**config.mk**
```make
export PLATFORM = sky130hd
export DESIGN_NAME = ks_lfsr_stage
export DESIGN_NICKNAME = d
export VERILOG_FILES = /design/src/rtl/ks_lfsr_stage.sv
export SDC_FILE = /design/constraint.sdc
export NUM_CORES = 1
export LEC_CHECK = 0
export BUFFER_PORTS_ARGS = -buffer_cell sky130_fd_sc_hd__buf_2
export CORE_MARGIN = 3
export CORE_UTILIZATION = 30
export CTS_CLUSTER_DIAMETER = 50
export CTS_CLUSTER_SIZE = 20
export DETAILED_ROUTE_END_ITERATION = 10
export SLEW_MARGIN = 15
export SYNTH_ARGS = -nofsm -noshare
export SYNTH_HDL_FRONTEND = slang
export SYNTH_SLANG_ARGS = --single-unit
```
**constraint.sdc**
```tcl
create_clock -name clk -period 0.8 [get_ports clk]
set_input_delay 0.08 -clock clk [delete_from_list [all_inputs] [get_ports clk]]
set_output_delay 0.08 -clock clk [all_outputs]
set_load 0.005 [all_outputs]
```
**src/rtl/ks_lfsr_stage.sv**
```systemverilog
// One stop/go shift register of the generator.
// Loads a full value on load_i; on step_i with go_i it shifts left and
// inserts the XOR of the tap bits at bit 0. Reports its clocking bit and the
// MSB it will have after the current step.
module ks_lfsr_stage #(
    parameter int            LEN      = 19,
    parameter logic [LEN-1:0] TAP_MASK = '0,
    parameter int            CLK_BIT  = 8
) (
    input  logic           clk,
    input  logic           rst_n,
    input  logic           load_i,
    input  logic [LEN-1:0] load_val_i,
    input  logic           step_i,
    input  logic           go_i,
    output logic           clk_bit_o,
    output logic           next_msb_o
);
    logic [LEN-1:0] sr_q;
    logic           fb;

    // Feedback bit and stage outputs.
    always_comb begin
        fb         = ^(sr_q & TAP_MASK);
        clk_bit_o  = sr_q[CLK_BIT];
        next_msb_o = go_i ? sr_q[LEN-2] : sr_q[LEN-1];
    end

    // Register load and conditional shift.
    always_ff @(posedge clk) begin
        if (!rst_n) begin
            sr_q <= '0;
        end else if (load_i) begin
            sr_q <= load_val_i;
        end else if (step_i && go_i) begin
            sr_q <= {sr_q[LEN-2:0], fb};
        end
    end
endmodule

```
After elaboration in Yosys (flattened, before gate mapping)
Cells that the tools add are included.

Output and inout bits: 2. Word-level logic and storage cells: 6. Bits in registers: 19. Input bits: 24.

Muxes and demuxes: 3. Reductions and logical operators: 2.

Operators with widths (count): $mux 19 (2); $reduce_bool 2->1 (1); $logic_and 1x1->1 (1); $mux 1 (1).

Longest topological paths before layout
Depth after elaboration: 3. Gate-level depth with buffers: 4. Gate-level depth less buffers: 3.

Worst setup path after synthesis
OpenSTA, ideal clock, no wires.

Path type: input to register. From: input port step_i. To: register sr_q[8]. Data required time: 0.667 ns. Setup time: 0.133 ns. Stages: 4. Buffers on the path: 1. Path slack: 0.060 ns. Arrival time: 0.607 ns. Cell sequence: nand2_4 -> buf_12 -> mux2i_1 -> a21oi_1.

Longest elaborated chain between the ends: 2.

Ends and longest elaborated chain: from (decl) (line 14) `input logic step_i,`; $logic_and 1x1->1 (line 35) `end else if (step_i && go_i) begin`; $reduce_bool 2->1 (no line); to (signal assigned) (line 34) `sr_q <= load_val_i;`; to (signal assigned) (line 36) `sr_q <= {sr_q[LEN-2:0], fb};`; to (decl) (line 19) `logic [LEN-1:0] sr_q;`.

Every way passes these cells. A chain may end at the register's enable or synchronous reset.

Final worst setup path
From: register sr_q[17]. To: output port next_msb_o.

Longest elaborated chain between the ends: 1.

Ends and longest elaborated chain: $mux 1 (line 26) `next_msb_o = go_i ? sr_q[LEN-2] : sr_q[LEN-1];`; to (decl) (line 17) `output logic next_msb_o`.

Every way passes these cells.

==> results.md <==
- Outcome: finished with violations
- Failing checks: negative setup slack
- Clk slew on worst S/H paths: around 0.1 ns
- Number of global-route vias before repair: around 650
- Setup tns final: -0.292 ns
- Crit path launch type: flip-flop
- Hold_ws: 0.0395 ns
- Vias: 690
- Register area: about 380 sq um
- Worst EP required: just over 0.7 ns
- Slew Limit Fails: 0
- Met1 Track Usage GR: ~11%
- Fin area: between 1000 and 1500 sq um
- Avg Cell Area, Syn: approximately 9.8 sq um
- Pre-antenna DRT Iters: 4
- Vias per cell: 4.83
- Class of the worst hold path: in -> reg
- Worst-Margin Slew: about 0.25 ns
- Most frequent cells in the layout: buf_2, mux2i_1, a21oi_1
- Leak: between 0.5 and 0.6 nW
- Tot GR Track Use: about a tenth
- CTS tree: done
- First-pass GRT wire length: about 2600 um
- Root buffer cell: clkbuf_4
- Final worst setup slack: -0.280 ns
- Routed wire per std cell: roughly 11 um
- Pin count of the biggest net entering global routing: 20
- VDD IR max: between 1 and 1.5 mV
- Number of diodes: 0
- Pwr Density: 1700 nW/um^2
- Final cycle utilization of the critical path: 135%
- Fin nets: 138
- Row Count: 18
- Unrepaired setup endpoints after global routing: yes
- Hold buffer count at CTS: 0
- Met3 usage in global routing: under 10%
- H-tree depth: 1
- Largest registers: sr_q: 19 flops
- Critical path endpoint category: primary output
- Post-route ant nets: 0
- Core Util, Final: approximately 42%
- Critical Path Fanout Max: 3
- #FFs+latches synth: 19
- Distinct cells, synth: 15
- Die area: 3400 sq um
- GRT overflow: 0
- Core Footprint: ~2500 sq um
- I/O pin total: 26
- Layout cells sized above 1: about a third
- MaxCap Viol Count: 0
- Clock insertion delay at the later pin of the skew report: ~0.28 ns
- 1st-iter DRT viols: 4
- Final-report setup violation count: 2
- Clock sinks: 19
- Clk buf depth: 2
- Total Power: around 1.8 mW
- Post-route DRC: 0
- Sequential cell area fraction in the yosys report: 46.3%
- Largest register by flop count: sr_q
- Gpl congestion: around 0.72
- Clock skew: between 0.0006 and 0.0007 ns
- Final Hold Fails: 0
- Global Route met2 Usage: about 16%
- TritonCTS buffer count: 3
- Placed standard-cell area: around 1000 sq um
- Die H: around 58 um
- Die width: slightly below 60 um
- Grt peak-use layer: met2
- Mapped Nets: 108
- PortBufs: 25
- Initial antenna violation count: 0
- Syn-to-layout area delta: 30.9%
- Max_slew headroom: 83.0%
- Most common library cell in the layout ignoring fill and taps: buf_2
- Max FFs per register: 19
- # fillers: 270
- Final HPWL DP: around 1200 um
- Syn Inst Count: 84
- YS warnings: 0
- Min Tclk post-route: 1.08 ns
- Initial core utilization: about a third
- Critical path type: reg -> out
- WP data arrival: 1.00 ns
- Area occupied by multi-input gates: between 400 and 500 sq um
- Fmax: 926 MHz
- Synth Cell Area: 822 sq um
- Post-Route WL: between 1500 and 2000 um
## final cells by class
| class | count | share of cell area [%] |
|---|---|---|
| Inverter | 1 | 0.349 |
| Tap cell | 30 | 3.49 |
| Multi-Input combinational cell | 59 | 37.4 |
| Sequential cell | 19 | 35.6 |
| Clock buffer | 4 | 2.44 |
| Timing Repair Buffer | 30 | 20.7 |
## through the flow
stage / setup slack [ns] / instances
after detailed placement: -0.0276 / 138
after global placement: -0.00779 / 138
after floorplan: 0.0602 / 84
after global routing: -0.325 / 143
final: -0.280 / 143
after CTS: -0.292 / 143
## cell families (layout without fill, tap and decap cells)
logic type             count (synthesis)  in the layout  synth area share [%]
AOI/OAI and AO/OA                     37             37                  22.8
muxes                                 19             19                  23.3
DFF                                   19             19                  46.3
buffers and inverters                  6             35                  5.17
and+or+nand+nor                        3              3                  2.43
## Yosys cell counts, drive strengths merged
cell    count  share of area (%)
dfxtp      19                 46
a21oi      18                 11
mux2i      18                 22
o21ai      18                 11
buf         3                3.7
clkbuf      2                1.1
nand2       2                1.8
a21boi      1               0.91
inv         1               0.46
mux2        1                1.4
nand3       1               0.61
## worst max-delay path: stages, from the launching register on
cell and delay, ns:
dfxtp_2 0.34, mux2_4 0.26, buf_6 0.11
## metal layers
| metal | share of wire, % | vias up |
|---|---|---|
| met2 | 51 | 10 |
| met1 | 45 | 316 |
| met4 | 0.96 | 0 |
| li1 | - | 362 |
| met3 | 3.4 | 2 |
| met5 | 0 | - |
## repair_timing
item,CTS,global route
gates cloned,0,0
buffers inserted,1,0
setup endpoints to repair,2,4
pin swaps,0,2
gates resized for setup,4,1
## path summary, 6_finish.rpt
kind / slack, ns / endpoint / cells past startpoint / startpoint
max reg2reg: 0.06 / sr_q[9] / 3 / sr_q[8]
min reg2reg: 0.48 / sr_q[0] / 2 / sr_q[0]
min: 0.04 / sr_q[0] / 3 / load_val_i[0]
max: -0.28 / next_msb_o / 2 / sr_q[17]
## where the power goes
group	leakage, nW	total, mW	internal [mW]	switching [mW]
registers	0.159	1.05	1.02	0.0347
logic	0.358	0.318	0.182	0.136
clock network	0.0150	0.460	0.193	0.267
Note: power is estimated with default switching activity, not from simulation.
